`src/rtl/mcell_pkg.sv`:
```
package mcell_pkg;

    typedef enum logic [1:0] {
        FF_D  = 2'b00,
        FF_T  = 2'b01,
        FF_JK = 2'b10,
        FF_SR = 2'b11
    } ff_kind_e;

    typedef struct packed {
        ff_kind_e kind;
        logic     ext_clk_sel;
        logic     invert;
        logic     registered;
    } mcell_mode_t;

endpackage

```
`src/rtl/mcell_sum.sv`:
```
module mcell_sum #(
    parameter int N_NATIVE = 3,
    parameter int N_BORROW = 6
) (
    input  logic [N_NATIVE-1:0] native_i,
    input  logic [N_BORROW-1:0] borrow_i,
    input  logic [N_BORROW-1:0] grant_i,
    input  logic                invert_i,
    output logic                sum_o
);
    localparam int N_TERMS = N_NATIVE + N_BORROW;

    logic [N_TERMS-1:0] terms;

    generate
        for (genvar g = 0; g < N_NATIVE; g++) begin : g_native
            assign terms[g] = native_i[g];
        end
        for (genvar g = 0; g < N_BORROW; g++) begin : g_borrow
            assign terms[N_NATIVE+g] = borrow_i[g] & grant_i[g];
        end
    endgenerate

    always_comb begin
        sum_o = (|terms) ^ invert_i;
    end
endmodule

```
`src/rtl/mcell_clkedge.sv`:
```
module mcell_clkedge (
    input  logic clk_i,
    input  logic rst_ni,
    input  logic sel_ext_i,
    input  logic ext_clk_i,
    input  logic pt_clk_i,
    output logic edge_o
);
    typedef struct packed {
        logic prev;
    } edge_state_t;

    edge_state_t st_d, st_q;
    logic        chosen;

    always_comb begin
        chosen  = sel_ext_i ? ext_clk_i : pt_clk_i;
        edge_o  = chosen & ~st_q.prev;
        st_d    = st_q;
        st_d.prev = chosen;
    end

    always_ff @(posedge clk_i or negedge rst_ni) begin
        if (!rst_ni) begin
            st_q.prev <= 1'b1;
        end else begin
            st_q <= st_d;
        end
    end
endmodule

```
`src/rtl/mcell_store.sv`:
```
module mcell_store
    import mcell_pkg::*;
(
    input  logic     clk_i,
    input  logic     rst_ni,
    input  ff_kind_e kind_i,
    input  logic     edge_i,
    input  logic     a_i,
    input  logic     b_i,
    input  logic     preset_i,
    input  logic     clear_i,
    output logic     q_o
);
    typedef struct packed {
        logic bit_v;
    } store_state_t;

    store_state_t st_d, st_q;
    logic         nxt;

    always_comb begin
        unique case (kind_i)
            FF_D:    nxt = a_i;
            FF_T:    nxt = st_q.bit_v ^ a_i;
            FF_JK: begin
                unique case ({a_i, b_i})
                    2'b00:   nxt = st_q.bit_v;
                    2'b10:   nxt = 1'b1;
                    2'b01:   nxt = 1'b0;
                    default: nxt = ~st_q.bit_v;
                endcase
            end
            default: begin
                unique case ({a_i, b_i})
                    2'b10:   nxt = 1'b1;
                    2'b01:   nxt = 1'b0;
                    default: nxt = st_q.bit_v;
                endcase
            end
        endcase

        st_d = st_q;
        if (clear_i) begin
            st_d.bit_v = 1'b0;
        end else if (preset_i) begin
            st_d.bit_v = 1'b1;
        end else if (edge_i) begin
            st_d.bit_v = nxt;
        end

        if (clear_i) begin
            q_o = 1'b0;
        end else if (preset_i) begin
            q_o = 1'b1;
        end else begin
            q_o = st_q.bit_v;
        end
    end

    always_ff @(posedge clk_i or negedge rst_ni) begin
        if (!rst_ni) begin
            st_q.bit_v <= 1'b0;
        end else begin
            st_q <= st_d;
        end
    end
endmodule

```
`src/rtl/mcell_top.sv`:
```
module mcell_top
    import mcell_pkg::*;
#(
    parameter int N_NATIVE = 3,
    parameter int N_BORROW = 6,
    parameter int N_AUX    = 2
) (
    input  logic                clk_i,
    input  logic                rst_ni,
    input  logic [1:0]          cfg_kind_i,
    input  logic                cfg_ext_clk_i,
    input  logic                cfg_invert_i,
    input  logic                cfg_registered_i,
    input  logic [N_BORROW-1:0] cfg_grant_i,
    input  logic                ext_clk_i,
    input  logic                pt_clk_i,
    input  logic [N_NATIVE-1:0] native_pt_i,
    input  logic [N_BORROW-1:0] borrow_pt_i,
    input  logic [N_AUX-1:0]    aux_pt_i,
    input  logic                preset_pt_i,
    input  logic [1:0]          clear_pt_i,
    output logic                pin_o,
    output logic                fb_o
);
    typedef struct packed {
        mcell_mode_t         mode;
        logic [N_BORROW-1:0] grant;
    } cfg_state_t;

    cfg_state_t  cfg_d, cfg_q;
    mcell_mode_t mode_q;
    logic        sum_pol;
    logic        aux_any;
    logic        clear_any;
    logic        clk_edge;
    logic        reg_q;

    always_comb begin
        cfg_d = cfg_q;
        if (!rst_ni) begin
            cfg_d.mode.kind        = ff_kind_e'(cfg_kind_i);
            cfg_d.mode.ext_clk_sel = cfg_ext_clk_i;
            cfg_d.mode.invert      = cfg_invert_i;
            cfg_d.mode.registered  = cfg_registered_i;
            cfg_d.grant            = cfg_grant_i;
        end
    end

    always_ff @(posedge clk_i) begin
        cfg_q <= cfg_d;
    end

    assign mode_q    = cfg_q.mode;
    assign aux_any   = |aux_pt_i;
    assign clear_any = |clear_pt_i;

    mcell_sum #(
        .N_NATIVE(N_NATIVE),
        .N_BORROW(N_BORROW)
    ) u_sum (
        .native_i (native_pt_i),
        .borrow_i (borrow_pt_i),
        .grant_i  (cfg_q.grant),
        .invert_i (mode_q.invert),
        .sum_o    (sum_pol)
    );

    mcell_clkedge u_edge (
        .clk_i     (clk_i),
        .rst_ni    (rst_ni),
        .sel_ext_i (mode_q.ext_clk_sel),
        .ext_clk_i (ext_clk_i),
        .pt_clk_i  (pt_clk_i),
        .edge_o    (clk_edge)
    );

    mcell_store u_store (
        .clk_i    (clk_i),
        .rst_ni   (rst_ni),
        .kind_i   (mode_q.kind),
        .edge_i   (clk_edge),
        .a_i      (sum_pol),
        .b_i      (aux_any),
        .preset_i (preset_pt_i),
        .clear_i  (clear_any),
        .q_o      (reg_q)
    );

    always_comb begin
        pin_o = mode_q.registered ? reg_q : sum_pol;
        fb_o  = pin_o;
    end
endmodule

```
`config.mk`:
```
export PLATFORM = sky130hd
export DESIGN_NAME = mcell_top
export DESIGN_NICKNAME = d
export VERILOG_FILES = /design/src/rtl/mcell_pkg.sv /design/src/rtl/mcell_sum.sv /design/src/rtl/mcell_clkedge.sv /design/src/rtl/mcell_store.sv /design/src/rtl/mcell_top.sv
export SDC_FILE = /design/constraint.sdc
export NUM_CORES = 1
export LEC_CHECK = 0
export BUFFER_PORTS_ARGS = -buffer_cell sky130_fd_sc_hd__buf_2
export CAP_MARGIN = 30
export CORE_MARGIN = 2
export CORE_UTILIZATION = 43
export CTS_CLUSTER_DIAMETER = 40
export CTS_CLUSTER_SIZE = 12
export DETAILED_ROUTE_END_ITERATION = 16
export PLACE_DENSITY = 0.77
export SLEW_MARGIN = 25
export SYNTH_ARGS = -nofsm -noshare
export SYNTH_HDL_FRONTEND = slang
export SYNTH_SLANG_ARGS = --single-unit
export TNS_END_PERCENT = 30
```
`constraint.sdc`:
```
create_clock -name clk_i -period 2.7 [get_ports clk_i]
set_input_delay 0.135 -clock clk_i [delete_from_list [all_inputs] [get_ports clk_i]]
set_output_delay 0.135 -clock clk_i [all_outputs]
set_load 0.03 [all_outputs]
```
# Word level (Yosys, flattened, before mapping)
# Index checks and enable logic that the tools add are counted.
[totals]
reg_bits = 13
inputBits = 29
output_inout_bits = 2
elab_cells = 41
[classes]
n_eq_ne = 5
n_mux = 10
bitwise = 11
reduce_logical = 8
[ops]
columns = ["operator", "count"]
rows = [
  ["9-bit OR reduction", 1],
  ["1-bit bitwise AND", 7],
  ["1-bit two-way mux", 7],
  ["7-bit nonzero test", 1],
  ["1-bit one-hot mux with 3 select lines", 2],
  ["2-bit by 1-bit equality test with 1-bit output, second input constant", 2],
  ["2-bit equality test, second input constant", 2],
  ["2-bit zero test", 2],
  ["4-bit inequality test, second input constant", 1],
  ["2-bit OR reduction", 2],
  ["3-bit AND reduction", 1],
  ["3-bit nonzero test", 1],
  ["1-bit inverter", 2],
  ["1-bit one-hot mux with 2 select lines", 1],
  ["1-bit XOR", 2],
]

# Longest topological paths before layout
# Gate-level depths: netlist (run 1).
[depth]
word_depth = 9
mapped_depth = 9
mapped_depth_nobuf = 9

# Cells and area by module
# A second synthesis (run 1) with hierarchy kept.
[unflattened]
cells_unflattened = 52
area_unflattened_um2 = 701.9
[by_module_without_submodules]
columns = ["module", "instances", "cells_per_inst", "area_per_inst_um2", "seq_area_each_um2"]
rows = [
  ["mcell_top", 1, 16, 369.1, 330.3],
  ["mcell_store", 1, 27, 225.2, 25.0],
  ["mcell_clkedge", 1, 3, 55.1, 26.3],
  ["mcell_sum", 1, 6, 52.6, 0.0],
]

# Worst setup path after synthesis (run 1)
# Ideal clock, no wire load.
[synth_path]
path_type = "register to output"
start = "register cfg_q[1] in the netlist's numbering"
end = "output pin_o"
arrival_ns = 1.908
t_required_ns = 2.565
path_slack_ns = 0.657
stages_incl_launch_ff = 6
n_path_buf = 1
cell_sequence = "edfxtp_1 a22oi_4 nand4_2 xnor2_1 o21ai_0 buf_4"
[synth_between]
elab_chain_cells = 4
[synth_lines]
columns = ["element", "line_no", "rtl"]
rows = [
  ["start: declaration", "mcell_top.sv:30", "cfg_state_t cfg_d, cfg_q;"],
  ["start signal: assignment", "mcell_top.sv:50", "cfg_q <= cfg_d;"],
  ["1-bit bitwise AND", "mcell_sum.sv:20", "assign terms[N_NATIVE+g] = borrow_i[g] & grant_i[g];"],
  ["9-bit OR reduction", "mcell_sum.sv:25", "sum_o = (|terms) ^ invert_i;"],
  ["1-bit XOR", "mcell_sum.sv:25", ""],
  ["1-bit two-way mux", "mcell_top.sv:90", "pin_o = mode_q.registered ? reg_q : sum_pol;"],
  ["end: declaration", "mcell_top.sv:22", "output logic pin_o,"],
]
# Every way passes these cells.

# Final worst setup path (run 1)
[layout_path]
start = "register cfg_q[1] in the netlist's numbering"
end = "register u_store.st_q"
[layout_between]
elab_chain_cells = 9
word_cells_on_any_way = 16
cone_classes = "eq/ne (3); mux (6); bitwise (3); reduce/logical (4)"
[layout_lines]
columns = ["element", "line_no", "rtl"]
rows = [
  ["1-bit bitwise AND *", "mcell_sum.sv:20", ""],
  ["9-bit OR reduction *", "mcell_sum.sv:25", ""],
  ["1-bit XOR *", "mcell_sum.sv:25", ""],
  ["2-bit by 1-bit equality test with 1-bit output (tied with other cells)", "mcell_store.sv:26, mcell_store.sv:34", ""],
  ["1-bit one-hot mux with 3 select lines or 1-bit one-hot mux with 2 select lines (tied branches)", "mcell_store.sv:26, mcell_store.sv:34", ""],
  ["1-bit one-hot mux with 3 select lines", "mcell_store.sv:22", "unique case (kind_i)"],
  ["1-bit two-way mux", "mcell_store.sv:47", "end else if (edge_i) begin"],
  ["1-bit two-way mux", "mcell_store.sv:45", "end else if (preset_i) begin"],
  ["1-bit two-way mux", "mcell_store.sv:43", "if (clear_i) begin"],
  ["end signal: assignment", "mcell_store.sv:64", "st_q <= st_d;"],
  ["end: declaration", "mcell_store.sv:18", "store_state_t st_d, st_q;"],
]
# Mark *: on every way between the ends. The rest lies on a longest branch, timed or not. The select of a mux whose other input is x is not followed.
# A chain may end at the register's enable or synchronous reset.

==> results of run 1 <==
## state kept, by name, indices dropped and copies added (netlist names)
register      cells
cfg_q            11
u_store.st_q      1
u_edge.st_q       1
## kinds of logic after synthesis
family / after synthesis
simple gates: 15
flops: 13
compound gates: 12
buf+inv: 4
mux: 2
xor+xnor: 1
fa+ha+maj: 1
## final cells by class
| type | instances | area (um^2) | area share (%) |
|---|---|---|---|
| flip-flops and latches | 13 | 381.6 | 45.59 |
| multi-input cells | 31 | 239.0 | 28.55 |
| repair buffers | 31 | 160.2 | 19.13 |
| clock buffers | 4 | 26.28 | 3.139 |
| well taps | 15 | 18.77 | 2.242 |
| inverters | 3 | 11.26 | 1.345 |
## worst paths after layout
check,to,cells past startpoint,from
worst max-delay path,u_store.st_q,9,cfg_q[1]
worst min-delay path,cfg_q[8],1,cfg_ext_clk_i
worst max register to register,u_store.st_q,9,cfg_q[1]
worst min register to register,u_edge.st_q,2,cfg_q[8]
max in group asynchronous,u_edge.st_q,2,rst_ni
min in group asynchronous,u_store.st_q,2,rst_ni
## stage by stage
stage | instance area [um^2] | utilization, % | setup slack [ns] | cells | hold slack, ns
2_1_floorplan | 639.4 | - | 0.6572 | 48 | -0.1606
3_3_place_gp | 800.8 | 59.31 | 0.6322 | 92 | -0.06459
3_5_place_dp | 800.8 | 59.31 | 0.4769 | 92 | -0.06457
4_1_cts | 837.1 | 62.00 | 0.4642 | 97 | 0.01977
5_1_grt | 837.1 | 62.00 | 0.3842 | 97 | 0.01312
6_report | 837.1 | 62.00 | 0.4977 | 97 | 0.03337
## critical path, stage by stage (launching register included)
cell,delay (ns)
edfxtp_1,0.43
a22oi_4,0.18
nand4_2,0.13
xnor2_1,0.33
ha_1,0.31
nor3b_1,0.14
o21ai_0,0.18
o21ai_0,0.12
mux2i_1,0.18
a21oi_1,0.09
## where the power goes
| part | switching, W | leakage (nW) | internal, W | total (W) |
|---|---|---|---|---|
| registers | 0.00000980 | 0.131 | 0.000237 | 0.000246 |
| logic | 0.0000369 | 0.228 | 0.0000363 | 0.0000732 |
| clock network | 0.0000615 | 0.0150 | 0.0000572 | 0.000119 |
| total | 0.000108 | 0.374 | 0.000330 | 0.000438 |
## layer usage
metal / track usage, % / routed length, um / vias to the layer above
met5: 0 / 0 / -
met4: 9.375 / 11 / 0
met3: 3.879 / 56 / 2
met2: 26.15 / 655 / 15
met1: 16.89 / 483 / 226
li1: - / - / 251
## Yosys cell counts (2+ instances only)
cell type	n	area, um^2
inv_1	3	11.26
edfxtp_1	11	330.3
a21oi_1	2	10.01
o21ai_0	4	20.02
mux2i_1	2	20.02
nand2_1	4	15.01
nor3_1	2	10.01
a22oi_2	2	25.02
nor2_1	2	7.510
## repair_timing
item | in CTS | in global routing
endpoints found under the hold margin | 2 | 0
setup buffers | 0 | 0
hold buffers | 1 | 0
==> out/results.tsv, run 1 <==
stage	metric	value	unit
outcome	status	finished clean	
placed_design	GP Congestion	0.7927	
sta	setup TNS	0	ns
clock_tree	clk sinks	13	
yosys	Synth Area in Adders	1.957	%
worst_setup_path	Critical Path RT	2.86	ns
sta	Worst Tran Pin Value	0.4356	ns
floorplan	Site Rows	13	
clock_tree	clk slew on worst S/H paths	0.08	ns
clock_tree	CTS tree	yes	
final_layout	leading cell type in the layout, fill and taps excluded	buf_2	
sta	Max transition margin	70.93	%
clock_tree	total CTS buffers	3	
drt	DR DRC count	0	
global_routing	total track usage	15.35	%
final_layout	final net count	113	
sta	clk_skew	0.001489	ns
global_routing	initial antenna violation count	0	
global_routing	Overflow after GRT	0	
worst_setup_path	Worst Setup End Kind	flop	
power	power per cell area	523.7	mW/mm^2
sta	Tcrit/Tclk final	81.57	%
drt	DR iter-0 viols	4	
final_layout	layout cells sized above 1	50.00	%
yosys	Post-Syn Instances	48	
yosys	Synth Warn #	0	
yosys	number of flops mapped to enable cells by yosys	11	
final_layout	most frequent cells in the layout	buf_2 (30), edfxtp_1 (11), nand2_1 (4), o21ai_0 (4)	
drt	via-per-instance ratio	5.093	
yosys	Seq cells post-synth	13	
sta	Peak Freq	454.1	MHz
worst_setup_path	WS Path Type	flop to flop	
yosys	Netlist cell types	25	
floorplan	core area	0.001350	mm^2
placed_design	DP HPWL	975.3	um
floorplan	I/O Pins	31	
worst_setup_path	CP arrival	2.36	ns
floorplan	die height	42.56	um
yosys	main combinational cell family by area after synthesis	compound AO/OA/AOI/OAI gates	
power	total chip power	0.0004383	W
job	Max-cap violations	0	
worst_setup_path	CP Launch Type	flop	
floorplan	Starting Density	47.36	%
global_routing	largest net degree at the start of global routing	12	
clock_tree	clock buffer depth	2	
worst_setup_path	Reg2Reg Setup Slack	0.50	ns
yosys	Syn Nets	78	
floorplan	die width	42.56	um
floorplan	die area	0.001811	mm^2
drt	DRT Pass-1 Iters	5	
sta	Period minus WS final	2.202	ns
power	leakage power	0.3744	nW
sta	Slew Viols, Final	0	
placed_design	Port Buffer Count	30	
drt	Post-DRT Antenna Nets	0	
global_routing	first-pass GRT wire length	2021	um
yosys	syn_area_per_cell	13.32	um^2
sta	RSZ-0062 raised after global routing	false	
yosys	Async S/R FF share, synth	15.38	%
final_layout	Fillers	117	
sta	Final Hold Fails	0	
drt	DR WL/cell	12.43	um
yosys	Main synth FF type	edfxtp_1	
clock_tree	htree depth	1	
yosys	Post-Synthesis Cell Area	639.4	um^2
yosys	post-synthesis mux area share	3.131	%
final_layout	Area growth syn-to-layout	30.92	%
global_routing	vias in the first global route	482	
yosys	Seq/Total Area, Yosys	59.69	%
yosys	simple-gate portion of the synthesized area	14.87	%
power	worst vdd ir	0.3051	mV
sta	final setup fails	0	
clock_tree	worst skew pair latency	0.27	ns
clock_tree	Clock Tree Root	clkbuf_4	
clock_tree	CTS resizes	0	
min_path	worst hold path type	primary input to flop	
yosys	Compound-Gate Fraction of Synth Area	16.05	%
drt	routed via count	494	
final_layout	number of inserted diodes	0	
drt	final wirelength	1206	um
yosys	XOR/XNOR Fraction of Synth Area	1.370	%
worst_setup_path	largest fanout on the critical path	3	
Power figures use the tool's default switching activity.
==> run 2: changes to the inputs <==
--- a/config.mk
+++ b/config.mk
@@ -5,14 +5,15 @@
 export SDC_FILE = /design/constraint.sdc
 export NUM_CORES = 1
 export LEC_CHECK = 0
+export ABC_AREA = 1
 export BUFFER_PORTS_ARGS = -buffer_cell sky130_fd_sc_hd__buf_2
 export CAP_MARGIN = 30
 export CORE_MARGIN = 2
-export CORE_UTILIZATION = 43
+export CORE_UTILIZATION = 41
 export CTS_CLUSTER_DIAMETER = 40
 export CTS_CLUSTER_SIZE = 12
 export DETAILED_ROUTE_END_ITERATION = 16
-export PLACE_DENSITY = 0.77
+export PLACE_DENSITY = 0.75
 export SLEW_MARGIN = 25
 export SYNTH_ARGS = -nofsm -noshare
 export SYNTH_HDL_FRONTEND = slang
==> constraint.sdc (replaced) <==
create_clock -name clk_i -period 2 [get_ports clk_i]
set_input_delay 0.1 -clock clk_i [delete_from_list [all_inputs] [get_ports clk_i]]
set_output_delay 0.1 -clock clk_i [all_outputs]
set_load 0.03 [all_outputs]
==> run 2 against run 1 <==
Die area rose by 16%. Critical path depth increased by 3. Register-to-register slack worse by 0.18 ns. Synthesized cell count rose by 52%. Hold slack lost 0.025 ns. Maximum frequency increased by 31%. Final area up 16%. First-iteration DRC count grew to 3.5 times the previous value. Sequential power grew 34%. Power increased by 39%. Critical endpoint unchanged. Largest power group unchanged.
==> out/results.tsv, run 2 <==
stage	metric	value	unit
outcome	status	finished clean	
power	combinational share of power	20.9	%
sta	Tcrit/Tclk final	84.15	%
clock_tree	htree depth	1	
yosys	Post-Syn Instances	73	
sta	clk_skew	0.001385	ns
worst_setup_path	Critical Path RT	2.20	ns
clock_tree	Clock Tree Root	clkbuf_4	
min_path	worst hold path type	primary input to flop	
final_layout	number of inserted diodes	0	
placed_design	Post-Place Worst Slack	0.3368	ns
floorplan	I/O Pins	31	
drt	DR iter-0 viols	14	
sta	final setup fails	0	
clock_tree	Post-CTS Setup Inserts	0	
yosys	Synth Warn #	0	
global_routing	Overflow after GRT	0	
sta	setup TNS	0	ns
clock_tree	worst skew pair latency	0.26	ns
placed_design	placed cell areas	884.6	um^2
drt	DR WL/cell	9.767	um
clock_tree	total CTS buffers	3	
yosys	largest area contributor in the netlist	edfxtp_1	
sta	Final Hold Fails	0	
clock_tree	clk slew on worst S/H paths	0.07	ns
yosys	number of flops mapped to enable cells by yosys	11	
final_layout	fin area	970.9	um^2
placed_design	DP HPWL	1063	um
yosys	post-synth top area share	45.83	%
placed_design	Port Buffer Count	30	
global_routing	first-pass GRT wire length	2145	um
floorplan	die height	45.93	um
final_layout	layout cells sized above 1	41.96	%
sta	Period minus WS final	1.683	ns
drt	final wirelength	1260	um
worst_setup_path	CP Launch Type	flop	
power	Clk pwr share	25.0	%
power	leakage power	0.4746	nW
yosys	cell with the most instances after synthesis	nand2_1	
global_routing	grt peak-use layer	met2	
power	worst vdd ir	0.3716	mV
yosys	Netlist cell types	20	
yosys	Seq/Total Area, Yosys	52.95	%
final_layout	max reg flops	11	
yosys	syn_area_per_cell	9.872	um^2
global_routing	largest net degree at the start of global routing	12	
worst_setup_path	largest fanout on the critical path	3	
yosys	Syn Nets	103	
global_routing	GR Util met3	1.190	%
drt	DRT Pass-1 Iters	4	
power	power per cell area	627.1	mW/mm^2
global_routing	M1 GR Usage	16.25	%
sta	final worst slack	0.3171	ns
yosys	Post-Synthesis Cell Area	720.7	um^2
floorplan	Starting Density	42.67	%
final_layout	Fillers	140	
worst_setup_path	CP arrival	1.88	ns
final_layout	largest reg by FF count	cfg_q	
sta	Peak Freq	594.2	MHz
power	sw frac	25.37	%
global_routing	initial antenna violation count	0	
worst_setup_path	WS Path Type	flop to flop	
drt	Post-DRT Antenna Nets	0	
power	share of power burned in registers	54.1	%
final_layout	Area growth syn-to-layout	34.72	%
worst_setup_path	Worst Setup End Kind	flop	
placed_design	GP Congestion	0.6684	
floorplan	die area	0.002109	mm^2
clock_tree	clk sinks	13	
drt	routed via count	618	
global_routing	total track usage	14.16	%
global_routing	vias in the first global route	594	
sta	Worst Tran Pin Value	0.4042	ns
sta	Slew Viols, Final	0	
final_layout	leading cell type in the layout, fill and taps excluded	buf_2	
yosys	Async S/R FF share, synth	15.38	%
job	Max-cap violations	0	
floorplan	core area	0.001689	mm^2
global_routing	GR Util met2	25.00	%
drt	via-per-instance ratio	4.791	
floorplan	Site Rows	15	
drt	DR DRC count	0	
floorplan	die width	45.93	um
power	sw power	0.0001545	W
final_layout	most frequent cells in the layout	buf_2 (30), nand2_1 (21), edfxtp_1 (11), inv_1 (9)	
yosys	Main synth FF type	edfxtp_1	
power	cell internal pwr	0.0004544	W
yosys	Seq cells post-synth	13	
yosys	most frequent cells after synthesis	nand2_1 (21), edfxtp_1 (11), inv_1 (9)	
final_layout	final net count	143	
clock_tree	clock buffer depth	2	
final_layout	biggest regs	cfg_q: 11 flops, u_edge.st_q: 1 flops, u_store.st_q: 1 flops	
sta	RSZ-0062 raised after global routing	false	
yosys	top cells by area, synth	edfxtp_1 (46%), nand2_1 (11%), inv_1 (4.7%), nor2_4 (4.7%), nand3_2 (4.2%)	
clock_tree	CTS tree	yes	
sta	Max transition margin	73.03	%
==> run 2: path summary, 6_finish.rpt <==
check	startpoint	endpoint	slack (ns)	cells after the start
setup / recovery	cfg_q[0]	u_store.st_q	0.32	12
hold / removal	cfg_grant_i[4]	cfg_q[4]	0.009	1
setup reg to reg	cfg_q[0]	u_store.st_q	0.32	12
hold reg to reg	cfg_q[8]	u_edge.st_q	0.58	3
max in group asynchronous	rst_ni	u_edge.st_q	1.66	2
min in group asynchronous	rst_ni	u_store.st_q	0.15	2
==> run 2: power groups by stage <==
stage | clock network (W) | registers (W) | logic (W)
2_1_floorplan | 0 | 0.000333 | 0.0000764
3_3_place_gp | 0 | 0.000335 | 0.000114
3_5_place_dp | 0 | 0.000336 | 0.000119
4_1_cts | 0.000158 | 0.000330 | 0.000128
5_1_grt | 0.000169 | 0.000332 | 0.000142
6_report | 0.000152 | 0.000330 | 0.000127
==> run 2: kinds of logic (layout without fill, tap and decap cells) <==
logic type	Yosys count	after routing	synth area share [%]
buffers and inverters	11	50	6.250
AOI/OAI and AO/OA	5	5	5.903
muxes	1	1	1.389
DFF	13	13	52.95
adders and majority gates	1	1	1.736
and+or+nand+nor	42	42	31.77
==> run 2: metal layers <==
metal	vias to the layer above	share of wire [%]
li1	313	-
met1	285	39
met2	18	55
met3	2	5.0
met4	0	0.87
met5	-	0
==> run 2: timing repair <==
action	4_1_cts	5_1_grt
endpoints found under the hold margin	7	0
hold buffers	6	0
gates resized for setup	0	0
==> run 2: cell type report <==
| class | instances | area (um^2) | area share [%] |
|---|---|---|---|
| repair buffers | 36 | 210.2 | 21.65 |
| well taps | 17 | 21.27 | 2.191 |
| inverters | 10 | 37.54 | 3.866 |
| multi-input cells | 49 | 294.0 | 30.28 |
| clock buffers | 4 | 26.28 | 2.706 |
| flip-flops and latches | 13 | 381.6 | 39.30 |
==> run 2: metrics by stage <==
step | util (%) | hold slack [ns] | cells | power [W]
after floorplan | - | -0.1956 | 73 | 0.0004096
after global placement | 52.37 | -0.1056 | 119 | 0.0004486
after detailed placement | 52.37 | -0.1014 | 119 | 0.0004549
after CTS | 57.48 | 0.002383 | 129 | 0.0006159
after global routing | 57.48 | 0.001016 | 129 | 0.0006425
final | 57.48 | 0.008543 | 129 | 0.0006089
==> run 2: critical path, cell delays in order, from the launching register on <==
cell and delay [ns]:
edfxtp_1 0.36, nand2_1 0.07, nand2_1 0.07, nor2_4 0.15, nand3_1 0.10, nand2_1 0.09, inv_2 0.04, ha_1 0.29
a21boi_0 0.18, nand2_1 0.07, nand3_1 0.06, nor2_1 0.04, nor2_1 0.08
